===== src/rtl/flash_status_pkg.sv =====
`timescale 1ns/1ps
package flash_status_pkg;
  // Strobes sent from the control module to the toggle datapath
  typedef struct packed {
    logic flipMode;    // invert dq6 this edge
    logic flipSector;  // invert dq2 this edge
  } tglStrobe_t;
endpackage


===== src/rtl/flash_status_ctrl.sv =====
`timescale 1ns/1ps
module flash_status_ctrl
  import flash_status_pkg::*;
#(
  parameter int ADDR_W          = 12,
  parameter int SECT_W          = 3,
  parameter int ERASE_GUARD_CYC = 5000,
  parameter int PROG_GUARD_CYC  = 50,
  localparam int NUM_SECT       = 1 << SECT_W,
  localparam int GUARD_W        = $clog2((ERASE_GUARD_CYC > PROG_GUARD_CYC ?
                                          ERASE_GUARD_CYC : PROG_GUARD_CYC) + 1)
) (
  input  logic                clk,
  input  logic                rstN,
  input  logic                ceN,
  input  logic                oeN,
  input  logic [ADDR_W-1:0]   addr,
  input  logic [NUM_SECT-1:0] eraseSel,
  input  logic [NUM_SECT-1:0] protect,
  input  logic                cmdErase,
  input  logic                cmdProgram,
  input  logic                seqBusy,
  input  logic                seqSuspend,
  output tglStrobe_t          strobes,
  output logic                busyAny,
  output logic                statusSel
);
  logic               strobeQ;
  logic               strobeNow;
  logic               readDone;
  logic [GUARD_W-1:0] guardCnt;
  logic               guardActive;
  logic [SECT_W-1:0]  curSector;
  logic               inSelSector;
  logic               eraseAllProt;
  logic               progProt;

  // sector index is the top address bits
  assign curSector   = addr[ADDR_W-1 -: SECT_W];
  assign inSelSector = eraseSel[curSector];

  // read completes when combined strobe drops
  assign strobeNow = ~ceN & ~oeN;
  assign readDone  = strobeQ & ~strobeNow;

  always_ff @(posedge clk or negedge rstN) begin
    if (!rstN) strobeQ <= 1'b0;
    else       strobeQ <= strobeNow;
  end

  // fake-busy guard windows
  assign eraseAllProt = cmdErase & (|eraseSel) & ((eraseSel & ~protect) == '0);
  assign progProt     = cmdProgram & protect[curSector];
  assign guardActive  = guardCnt != '0;

  always_ff @(posedge clk or negedge rstN) begin
    if (!rstN)             guardCnt <= '0;
    else if (eraseAllProt) guardCnt <= GUARD_W'(ERASE_GUARD_CYC);
    else if (progProt)     guardCnt <= GUARD_W'(PROG_GUARD_CYC);
    else if (guardActive)  guardCnt <= guardCnt - 1'b1;
  end

  assign busyAny   = seqBusy | guardActive;
  assign statusSel = busyAny | (seqSuspend & inSelSector);

  always_comb begin
    strobes.flipMode   = readDone & busyAny;
    strobes.flipSector = readDone & (seqBusy | seqSuspend) & inSelSector;
  end
endmodule


===== src/rtl/flash_status_dp.sv =====
`timescale 1ns/1ps
module flash_status_dp
  import flash_status_pkg::*;
(
  input  logic       clk,
  input  logic       rstN,
  input  tglStrobe_t strobes,
  output logic       dq6,
  output logic       dq2
);
  always_ff @(posedge clk or negedge rstN) begin
    if (!rstN) begin
      dq6 <= 1'b0;
      dq2 <= 1'b0;
    end else begin
      if (strobes.flipMode)   dq6 <= ~dq6;
      if (strobes.flipSector) dq2 <= ~dq2;
    end
  end
endmodule


===== src/rtl/flash_status_gen.sv =====
`timescale 1ns/1ps
module flash_status_gen
  import flash_status_pkg::*;
#(
  parameter int ADDR_W          = 12,
  parameter int SECT_W          = 3,
  parameter int ERASE_GUARD_CYC = 5000,
  parameter int PROG_GUARD_CYC  = 50,
  localparam int NUM_SECT       = 1 << SECT_W
) (
  input  logic                clk,
  input  logic                rstN,
  input  logic                ceN,
  input  logic                oeN,
  input  logic [ADDR_W-1:0]   addr,
  input  logic [NUM_SECT-1:0] eraseSel,
  input  logic [NUM_SECT-1:0] protect,
  input  logic                cmdErase,
  input  logic                cmdProgram,
  input  logic                seqBusy,
  input  logic                seqSuspend,
  output logic                dq6,
  output logic                dq2,
  output logic                rdyBusyOeN,
  output logic                statusSel
);
  tglStrobe_t strobes;
  logic       busyAny;

  flash_status_ctrl #(
    .ADDR_W(ADDR_W), .SECT_W(SECT_W),
    .ERASE_GUARD_CYC(ERASE_GUARD_CYC), .PROG_GUARD_CYC(PROG_GUARD_CYC)
  ) i_ctrl (
    .clk(clk), .rstN(rstN), .ceN(ceN), .oeN(oeN), .addr(addr),
    .eraseSel(eraseSel), .protect(protect), .cmdErase(cmdErase),
    .cmdProgram(cmdProgram), .seqBusy(seqBusy), .seqSuspend(seqSuspend),
    .strobes(strobes), .busyAny(busyAny), .statusSel(statusSel)
  );

  flash_status_dp i_dp (
    .clk(clk), .rstN(rstN), .strobes(strobes), .dq6(dq6), .dq2(dq2)
  );

  // open-drain drive enable, low pulls the shared net down
  assign rdyBusyOeN = ~busyAny;
endmodule


===== config.mk =====
export PLATFORM = sky130hd
export DESIGN_NAME = flash_status_gen
export DESIGN_NICKNAME = d
export VERILOG_FILES = /design/src/rtl/flash_status_pkg.sv /design/src/rtl/flash_status_ctrl.sv /design/src/rtl/flash_status_dp.sv /design/src/rtl/flash_status_gen.sv
export SDC_FILE = /design/constraint.sdc
export NUM_CORES = 1
export LEC_CHECK = 0
export BUFFER_PORTS_ARGS = -buffer_cell sky130_fd_sc_hd__buf_2
export CORE_MARGIN = 4
export CORE_UTILIZATION = 46
export CTS_BUF_LIST = sky130_fd_sc_hd__clkbuf_2 sky130_fd_sc_hd__clkbuf_4 sky130_fd_sc_hd__clkbuf_8
export CTS_CLUSTER_DIAMETER = 30
export DETAILED_ROUTE_END_ITERATION = 6
export PLACE_DENSITY = 0.78
export SETUP_SLACK_MARGIN = 0.4
export SLEW_MARGIN = 20
export SYNTH_ARGS = -nofsm -noshare
export SYNTH_HDL_FRONTEND = slang
export SYNTH_HIERARCHICAL = 1
export SYNTH_SLANG_ARGS = --single-unit

===== constraint.sdc =====
create_clock -name clk -period 2 [get_ports clk]
set_clock_uncertainty 0.1 [all_clocks]
set_input_delay 0.1 -clock clk [delete_from_list [all_inputs] [get_ports clk]]
set_output_delay 0.1 -clock clk [all_outputs]
set_load 0.02 [all_outputs]

**Word level (Yosys, flattened, before mapping)**

Index checks and enable logic that the tools add are counted.

- Multipliers: 0
- Shifts and indexed selects: 0
- Add/subtract/negate cells: 1
- Muxes and demuxes: 7
- Equal/unequal tests: 0
- Order comparisons: 1
- Divide/modulo/power cells: 0
- Reduce and logical (&&, ||, !) cells: 4
- Bitwise logic cells: 20

Operator list:

| operator | number |
|---|---|
| 13-bit two-way mux | 3 |
| 13-bit nonzero test | 1 |
| 13-bit by 1-bit subtractor with 13-bit output (second input constant) | 1 |
| 1-bit AND | 9 |
| 8-bit AND | 1 |
| 8-bit zero test | 1 |
| 8-bit NOT | 1 |
| 8-bit OR reduction | 1 |
| 1-bit binary-select mux with 3-bit select | 2 |
| 1-bit NOT | 6 |
| 3-bit by 4-bit less-than comparator with 1-bit output (second input constant) | 1 |
| 1-bit OR | 3 |
| 3-bit nonzero test | 1 |
| 1-bit two-way mux | 2 |

- Register bits after elaboration: 16
- Input port bits: 36
- Bits in writable memories: 0
- Memories kept: 0
- Output and inout port bits: 4
- Word-level logic and storage cells: 37
- Latch bits: 0
- ROM bits: 0

**Depth between registers and ports, before layout**

Gate-level depths: netlist of the first run.

- Depth after elaboration: 6
- Gate-level depth with buffers: 8
- Mapped depth without buffers: 7

**Modules after synthesis**

Netlist of the first run, hierarchy kept.

By module, submodules not included:

| module | cells an instance | sequential area each (µm²) | area an instance (µm²) | instances |
|---|---|---|---|---|
| flash_status_ctrl | 107 | 350.3 | 1009.7 | 1 |
| flash_status_dp | 4 | 50.0 | 67.6 | 1 |
| flash_status_gen | 1 | 0.0 | 3.8 | 1 |

**Worst setup path before layout of the first run**

No wires, ideal clock.

- Kind: register to register
- Start: register i_ctrl.guardCnt[5]
- End: register i_dp.dq6
- Path slack: 0.101 ns
- Clock period less this slack: 1.899 ns
- Cell stages (with the launch flop): 7
- Required time: 1.770 ns
- Arrival: 1.669 ns
- Path buffers: 1
- Library setup time: 0.130 ns
- Cell sequence: dfrtp_1 or4_4 and4b_1 buf_6 and2b_2 nor2_1 xor2_1

RTL lines:

| what | line | RTL |
|---|---|---|
| start: declaration | flash_status_ctrl.sv:31 | `logic [GUARD_W-1:0] guardCnt;` |
| start signal: assignment | flash_status_ctrl.sv:58 | `else if (eraseAllProt) guardCnt <= GUARD_W'(ERASE_GUARD_CYC);` |
| start signal: assignment | flash_status_ctrl.sv:59 | `else if (progProt) guardCnt <= GUARD_W'(PROG_GUARD_CYC);` |
| start signal: assignment | flash_status_ctrl.sv:60 | `else if (guardActive) guardCnt <= guardCnt - 1'b1;` |
| end signal: assignment | flash_status_dp.sv:16 | `if (strobes.flipMode) dq6 <= ~dq6;` |
| end: declaration | flash_status_dp.sv:8 | `output logic dq6,` |

**Worst setup path after layout of the first run**

- Start: register i_ctrl.guardCnt[6]
- End: output port statusSel

- Cells in the longest elaborated chain, start to end: 3

Ends and longest elaborated chain:

| what | line | RTL |
|---|---|---|
| 13-bit nonzero test | flash_status_ctrl.sv:54 | `assign guardActive = guardCnt != '0;` |
| 1-bit OR | flash_status_ctrl.sv:63 | `assign busyAny = seqBusy \| guardActive;` |
| 1-bit OR | flash_status_ctrl.sv:64 | `assign statusSel = busyAny \| (seqSuspend & inSelSector);` |
| end: declaration | flash_status_gen.sv:25 | `output logic statusSel` |

Every way passes these cells.

==> results.yml, run 1 <==
setup_path:
  regToRegEndpoint: "i_ctrl/guardCnt[6]"
  end_kind: "output pin"
  r2r_cells: 8
  worst-endpoint-required_ns: 1.80
  rrSetupSlack_ns: -0.02
  startpoint_type: "register"
  critPathKind: "reg2out"
  rr_startpoint: "i_ctrl/guardCnt[0]"
  cp_max_fo: 3
  crit_arrival_ns: 1.88
clocking:
  htreeDepth: 1
  clock_sinks: 16
  cts_made_buffers: 3
  clk_pin_slew_ns: 0.09
  cts.root.buffer_cell: "clkbuf_4"
  tritoncts: "yes"
  clk_path_buf_depth: 2
  clkLatencyLatePin_ns: 0.28
floorplanning:
  fp.dieH_um: 56.5
  die_area_mm2: 0.00319
  start_util_pct: 48.4
  die-width_um: 56.5
  row_count: 17
  num_io_pins: 40
  core_mm2: 0.00223
yosys:
  synth.yosys.warnings: 6
  syn-instance-count: 112
  syn_area_mm2: 0.00108
  ys_seq_area_share_pct: 37.0
  synth.area.top_cells: "dfrtp_1, xnor2_1, inv_1"
  synth_area_leader_cell: "dfrtp_1"
  synth_common_cells: "dfrtp_1, inv_1, nor2_1"
  ys_seq_elements: 16
  synth_edf_count: 0
  synth.distinct_cells: 40
  async_flop_share_pct: 100
  yosysMostFrequentCell: "dfrtp_1"
  synth_top_area_share_pct: 37.0
  syn_nets: 150
  synth_ff_type: "dfrtp_1"
  avgSynthCellArea_um2: 9.65
drt:
  dr.pass1.iters: 4
  post-route-drc-count: 0
  ant_nets: 0
  vias: 1042
  wl_um: 2870
  post_drt_wl_per_cell_um: 15.0
  drtIter0Drc: 23
  routed_via_density: 5.46
sta:
  min_period_ns: 2.08
  rsz0062_at_grt: "yes"
  fin_setup_tns_ns: -0.187
  hold_viol: 0
  max-slew-margin-rel_pct: 75.6
  drv_slew: 0
  max_freq_mhz: 480
  tightest_slew_ns: 0.366
  timing.final.crit_share_pct: 104
  setup_viol: 3
  worst_slack_ns: -0.0842
flow_run:
  drv_cap: 0
global_routing:
  grt-ovfl-total: 0
  grt_antenna_before_repair: 0
  first_global_vias: 1114
  grt-busiest-layer: "met2"
  grt_pass1_wl_um: 4830
  grt_use_met1_pct: 19.3
  grt_util_met2_pct: 38.9
  gr-usage-met3_pct: 2.76
  track_usage_pct: 19.5
  grt_max_degree: 17
placed_design:
  gp_congestion: 0.885
  portBuffers: 30
  dpl.hpwl_um: 2050
run_status:
  violations: "setup timing"
  status: "complete, but fails checks"
finish:
  final_util_pct: 67.6
  nFillCells: 184
  seq_area_um2: 400
  syn_to_final_growth_pct: 39.7
  fin_nets: 203
  antenna_cells: 0
  multi_input_area_um2: 676
  drive_above_1_share_pct: 49.1
power_and_ir_drop:
  finalPower_w: 0.00134
  ir_drop_mv: 0.611
  leakagePower_nw: 0.691
  pwr_density_cell_mw_per_mm2: 891
min_path:
  hp-class: "in2async"
-- state kept, by name (all words and copies together) (netlist names) --
signal           flops
i_dp/dq6             1
i_dp/dq2             1
i_ctrl/guardCnt     13
i_ctrl/strobeQ       1
-- cells in the final DEF (no fill, tap or decap), types with 2 or more instances in the layout --
master,Yosys,routed
xnor2_1,7,7
inv_2,0,4
buf_4,0,17
mux2i_1,2,2
mux2_2,2,2
mux4_2,2,2
nor3_1,7,6
dlygate4sd3_1,0,3
o21ai_0,4,3
xor2_1,4,4
nor3_2,3,4
o22ai_1,2,2
nor2_2,1,2
buf_6,2,3
o21ai_1,3,4
clkbuf_4,0,3
o21a_1,2,2
nor2_1,8,7
nor4_1,4,2
or4_4,1,2
a21oi_1,2,2
nand2_1,6,5
inv_1,12,8
dfrtp_1,16,16
buf_2,0,28
-- area by class of cell --
| cell class | instances | area share [%] |
|---|---|---|
| clock buffers | 3 | 1.49 |
| inverters | 12 | 2.98 |
| multi-input cells | 81 | 44.7 |
| flip-flops and latches | 16 | 26.5 |
| well taps | 28 | 2.32 |
| repair buffers | 51 | 22.0 |
-- critical path, cell delays in order, from the launching register on --
cell and delay, ns:
dfrtp_1 0.38, or4_4 0.53, and4b_2 0.31, and2b_2 0.19
nand2_2 0.06, buf_6 0.13
-- report_power, final --
| part | switching [W] | internal (W) |
|---|---|---|
| logic | 0.000320 | 0.000353 |
| registers | 0.0000874 | 0.000419 |
| clock network | 0.0000955 | 0.0000699 |
-- metrics by stage --
stage	worst slack [ns]	cell area [µm²]	std cells	hold WS (ns)
3_3_place_gp	0.0478	1330	178	-0.0751
4_1_cts	-0.0774	1490	191	0.144
2_1_floorplan	0.144	1090	112	-0.296
5_1_grt	-0.161	1510	191	0.175
6_report	-0.0842	1510	191	0.149
3_5_place_dp	0.0460	1330	178	-0.0693
-- worst max path at each step --
stage / start / to / slack, ns
floorplan: i_ctrl/guardCnt[8] / i_dp/dq6 / 0.14
global placement: i_ctrl/guardCnt[1] / i_ctrl/guardCnt[6] / 0.05
detailed placement: i_ctrl/guardCnt[1] / i_ctrl/guardCnt[6] / 0.05
CTS: i_ctrl/guardCnt[5] / rdyBusyOeN / -0.08
global route: i_ctrl/guardCnt[6] / statusSel / -0.16
finish: i_ctrl/guardCnt[6] / statusSel / -0.08
-- metal layers --
metal | vias up | routed length, µm
met5 | - | 0
met4 | 0 | 44
met3 | 4 | 110
met2 | 33 | 1670
li1 | 505 | -
met1 | 500 | 1050
-- cell families (layout without fill, tap and decap cells) --
group	Yosys count	count (layout)	synth area share [%]
DFF	16	16	37.0
AOI/OAI and AO/OA	18	18	11.0
adders and majority gates	2	2	2.31
muxes	7	7	10.5
buffers and inverters	15	66	6.60
xor gates and xnor gates	11	11	8.91
and+or+nand+nor	43	43	23.6
-- what timing repair did --
action                                  in CTS  in global routing
pin swaps                                    7                  5
gates cloned                                 0                  0
endpoints found under the setup margin      16                 16
gates resized for setup                     16                  3
endpoints found under the hold margin       17                  0
hold buffers                                 3                  0
setup buffers                                7                  0
Power figures use the tool's default switching activity.
==> run 2, diff against run 1 <==
- CORE_UTILIZATION: 46 -> 54
- PLACE_DENSITY: 0.78 -> 0.86
- SETUP_SLACK_MARGIN: 0.4 -> 0.1
- TNS_END_PERCENT: unset -> 1
- clock period: 2 -> 2.4 ns (I/O delays scaled with it)
==> run 2 against run 1 <==
- the run now ends clean
- sequential share of layout area is 4.0 points higher
- wire length is 13% lower
- setup slack better by 0.29 ns
- core utilization is 5.4 points higher
- critical endpoint is now rdyBusyOeN
- highest routed layer unchanged
==> results.yml, run 2 (synthesized netlist as in run 1, its figures left out) <==
setup_path:
  cp_slowest_cell: "or4_4"
  end_kind: "output pin"
  cp_common_cell: "inv_1"
  critPathKind: "reg2out"
  cp_max_fo: 5
  worst-endpoint-required_ns: 2.18
  path_cells: "or4_4, and4b_2, and2b_2, inv_1, inv_1, buf_4"
  startpoint_type: "register"
  path_buf_inv: 3
  crit_family: "simple AND/OR/NAND/NOR gates"
  cpPeakStageDelay_ns: 0.57
  crit_arrival_ns: 1.98
placed_design:
  post_dp_cell_area_mm2: 0.00124
  place_inst: 164
  dpl.hpwl_um: 1980
  gp_congestion: 0.936
  portBuffers: 30
  place_ws_ns: 0.251
floorplanning:
  die-width_um: 52.7
  num_io_pins: 40
  fp.dieH_um: 52.7
  start_util_pct: 60.0
  row_count: 15
  die_area_mm2: 0.00278
  core_mm2: 0.00180
drt:
  drtIter0Drc: 18
  post-route-drc-count: 0
  routed_via_density: 5.84
  dr.pass1.iters: 5
  wl_um: 2490
  ant_nets: 0
  post_drt_wl_per_cell_um: 14.4
  vias: 1011
global_routing:
  track_usage_pct: 21.2
  grt_antenna_before_repair: 0
  grt_pass1_wl_um: 4360
  grt_max_degree: 17
  grt-ovfl-total: 0
  first_global_vias: 1048
run_status:
  status: "finished, final reports clean"
sta:
  worst_slack_ns: 0.202
  max_freq_mhz: 455
  setup_viol: 0
  rsz0062_at_grt: "no"
  timing.final.crit_share_pct: 91.6
  max-slew-margin-rel_pct: 68.2
  fin_setup_tns_ns: 0
  tightest_slew_ns: 0.477
  min_period_ns: 2.20
  hold_viol: 0
  worst_hold_slack_ns: 0.179
  drv_slew: 0
clocking:
  clk_pin_slew_ns: 0.08
  tritoncts: "yes"
  clk_path_buf_depth: 2
  cts_made_buffers: 3
  clock_sinks: 16
  clkLatencyLatePin_ns: 0.28
  htreeDepth: 1
  cts.root.buffer_cell: "clkbuf_4"
finish:
  antenna_cells: 0
  regMostFlops: "i_ctrl/guardCnt"
  post-route-cell-area_mm2: 0.00132
  final_cell_mix: "buf_2, dfrtp_1, inv_1"
  syn_to_final_growth_pct: 21.8
  nFillCells: 138
  fin_nets: 188
  drive_above_1_share_pct: 34.5
  largest_reg_flops: 13
  mostFrequentLayoutCell: "buf_2"
  stdcell_count: 173
power_and_ir_drop:
  pwr_density_cell_mw_per_mm2: 730
  ir_drop_mv: 0.585
  leakagePower_nw: 0.616
flow_run:
  drv_cap: 0
min_path:
  hp-class: "in2async"
run 2: cell types whose count changed in the layout (fill, tap and decap cells not counted), moves of 2 or more:
cell    before  now
inv_2        4    0
nor4_1       2    4
ha_1         0    2
buf_4       17    4
buf_6        3    0
inv_1        8   12
run 2: metal layers:
metal	vias up	wire length (µm)	track usage [%]
met5	-	0	0
met4	0	29	3.83
met3	4	177	6.55
met2	51	1260	39.3
met1	477	1020	23.8
li1	479	-	-
run 2: power by group:
group	total, W	switching [W]	leakage, nW	internal, W
registers	0.000422	0.0000713	0.200	0.000351
logic	0.000407	0.000208	0.403	0.000199
clock network	0.000131	0.0000733	0.0138	0.0000581
run 2: what timing repair did:
action                                  CTS  global route
endpoints found under the setup margin    2             2
pin swaps                                 0             0
gates resized for setup                   1             2
hold buffers                              3             0
buffers inserted                          1             2
hold endpoints to repair                 17             0
run 2: final timing paths:
check | startpoint | to | slack (ns) | cells past startpoint
min in group clk | cmdProgram | i_ctrl/guardCnt[1] | 0.18 | 5
worst max register to register | i_ctrl/guardCnt[5] | i_ctrl/guardCnt[7] | 0.25 | 5
worst max-delay path | i_ctrl/guardCnt[5] | rdyBusyOeN | 0.20 | 6
max in group asynchronous | rstN | i_ctrl/guardCnt[5] | 1.74 | 2
worst min-delay path | rstN | i_ctrl/guardCnt[6] | 0.18 | 2
worst min register to register | i_dp/dq6 | i_dp/dq6 | 0.38 | 1
run 2: worst reg2reg max path, delay by kind of cell (launching register included):
family                 cells  cell delay, ns
AND/OR/NAND/NOR            3            1.19
flip-flops                 1            0.43
buffers and inverters      1            0.15
AO/OA/AOI/OAI              1            0.14
run 2: cell type report:
class,count,area (µm²),share of cell area [%]
Multi-Input combinational cell,81,611,46.4
Sequential cell,16,402,30.5
Timing Repair Buffer,36,205,15.6
Inverter,12,45.0,3.42
Tap cell,25,31.3,2.38
Clock buffer,3,22.5,1.71
run 2: through the flow:
stage	total power (W)	util (%)
finish	0.000961	73.1
global route	0.00104	73.1
CTS	0.000937	72.0
detailed placement	0.000800	68.6
global placement	0.000776	68.6
floorplan	0.000693	-
==> run 3, diff against run 2 <==
- CELL_PAD_IN_SITES_DETAIL_PLACEMENT: unset -> 0
- CELL_PAD_IN_SITES_GLOBAL_PLACEMENT: unset -> 1
- CORE_ASPECT_RATIO: unset -> 2
- CORE_UTILIZATION: 54 -> 40
- PLACE_DENSITY: 0.86 -> unset
- PLACE_DENSITY_LB_ADDON: unset -> 0.1
==> run 3 against run 2 <==
- count of clock-buffer cells in the layout rose by 1
- design area rose by 3.1%
- core utilization fell by 20 points
- combinational power fell by 2%
- die area rose by 31%
- clock power rose by 82%
- global-route usage fell by 4.7 points
- first-iteration DRC count fell by 17%
- wire length rose by 4.5%
- via count fell by 3.5%
- setup slack improved by 0.0029 ns
- critical path type unchanged
- largest power group unchanged
==> results.yml, run 3 (synthesized netlist as in run 1, its figures left out) <==
run_status:
  status: "finished, final reports clean"
power_and_ir_drop:
  p_int_w: 0.000689
  clockPowerShare_pct: 22.5
  combPwrFrac_pct: 37.8
  p_seq_share_pct: 39.6
  leakagePower_nw: 0.638
  p_sw_w: 0.000366
  swShare_pct: 34.7
  ir_drop_mv: 0.275
  pwr_density_cell_mw_per_mm2: 777
finish:
  largest_reg_flops: 13
  antenna_cells: 0
  final_cell_mix: "buf_2, dfrtp_1, inv_1"
  regMostFlops: "i_ctrl/guardCnt"
  drive_above_1_share_pct: 35.3
  nFillCells: 247
  syn_to_final_growth_pct: 25.6
  mostFrequentLayoutCell: "buf_2"
  fin_nets: 189
drt:
  routed_via_density: 5.48
  wl_um: 2610
  post-route-drc-count: 0
  vias: 976
  dr.pass1.iters: 4
  post_drt_wl_per_cell_um: 14.6
  drtIter0Drc: 15
  ant_nets: 0
global_routing:
  grt_antenna_before_repair: 0
  grt-ovfl-total: 0
  first_global_vias: 1017
  grt_pass1_wl_um: 4490
  track_usage_pct: 16.5
  grt_max_degree: 17
placed_design:
  place_ws_ns: 0.184
  portBuffers: 30
  gp_congestion: 0.795
  dpl.hpwl_um: 2120
setup_path:
  regToRegEndpoint: "i_ctrl/guardCnt[8]"
  critPathKind: "reg2out"
  cp-startpoint: "i_ctrl/guardCnt[5]"
  startpoint_type: "register"
  end_kind: "output pin"
  cp_max_fo: 5
  worst-endpoint-required_ns: 2.18
  cp-endpoint: "rdyBusyOeN"
  r2r_cells: 5
  rr_startpoint: "i_ctrl/guardCnt[5]"
  crit_arrival_ns: 1.98
  rrSetupSlack_ns: 0.26
sta:
  setup_viol: 0
  fin_setup_tns_ns: 0
  hold_viol: 0
  max-slew-margin-rel_pct: 74.5
  rsz0062_at_grt: "no"
  tightest_slew_ns: 0.382
  worst_slack_ns: 0.205
  timing.final.crit_share_pct: 91.5
  max_freq_mhz: 456
  min_period_ns: 2.20
  drv_slew: 0
floorplanning:
  start_util_pct: 42.1
  fp.dieH_um: 81.5
  row_count: 26
  die_area_mm2: 0.00365
  die-width_um: 44.8
  num_io_pins: 40
  core_mm2: 0.00257
clocking:
  clk_pin_slew_ns: 0.06
  clkLatencyLatePin_ns: 0.25
  tritoncts: "yes"
  clk_path_buf_depth: 2
  cts_made_buffers: 3
  htreeDepth: 1
  cts.root.buffer_cell: "clkbuf_8"
  clock_sinks: 16
min_path:
  hp-start: "seqSuspend"
  hp-class: "in2reg"
flow_run:
  drv_cap: 0
==> run 3: layer usage <==
metal	GRT usage [%]	vias up	share of wire (%)
met5	0	-	0
met1	17.6	476	35
met2	31.8	25	59
met4	5.44	0	0.81
li1	-	473	-
met3	1.54	2	4.8
==> run 3: critical path: stages (launching register included) <==
cell and delay, ns:
dfrtp_2 0.42, or4_4 0.57, and4b_2 0.34, and2b_2 0.17
inv_1 0.04, inv_1 0.04, buf_2 0.15
==> run 3: final cells by class <==
class,count,area [µm²],area share [%]
multi-input combinational,81,611,45.0
sequential,16,402,29.6
inverter,12,45.0,3.32
timing repair buffer,37,210,15.5
clock buffer,4,55.1,4.06
tap,28,35.0,2.58
==> run 3: worst min path at each step <==
stage,slack (ns),to,cells after the start
after detailed placement,-0.04,i_ctrl/guardCnt[2],1
after floorplan,-0.28,i_ctrl/guardCnt[0],0
after CTS,0.17,i_dp/dq2,4
final,0.17,i_dp/dq2,4
after global placement,-0.05,i_ctrl/guardCnt[3],1
after global routing,0.22,i_dp/dq2,4
==> run 3: power groups by stage <==
stage	Combinational [W]	Sequential, W	Clock (W)
global route	0.000453	0.000431	0.000253
CTS	0.000388	0.000420	0.000244
finish	0.000399	0.000418	0.000238
detailed placement	0.000381	0.000424	0
global placement	0.000375	0.000421	0
floorplan	0.000261	0.000432	0
==> run 3: what timing repair did <==
action / CTS / global route
setup buffers: 2 / 1
gates resized for setup: 1 / 1
endpoints found under the setup margin: 2 / 1
pin swaps: 0 / 0
endpoints found under the hold margin: 17 / 0
hold buffers: 3 / 0
==> run 3: stage by stage <==
stage / power [W] / std cells / hold slack (ns) / instance area (µm²) / util, %
after floorplan: 0.000693 / 112 / -0.276 / 1080 / -
after global placement: 0.000796 / 168 / -0.0457 / 1250 / 48.5
after detailed placement: 0.000805 / 168 / -0.0426 / 1250 / 48.5
after CTS: 0.00105 / 177 / 0.171 / 1350 / 52.5
after global routing: 0.00114 / 178 / 0.219 / 1360 / 52.8
final: 0.00106 / 178 / 0.168 / 1360 / 52.8
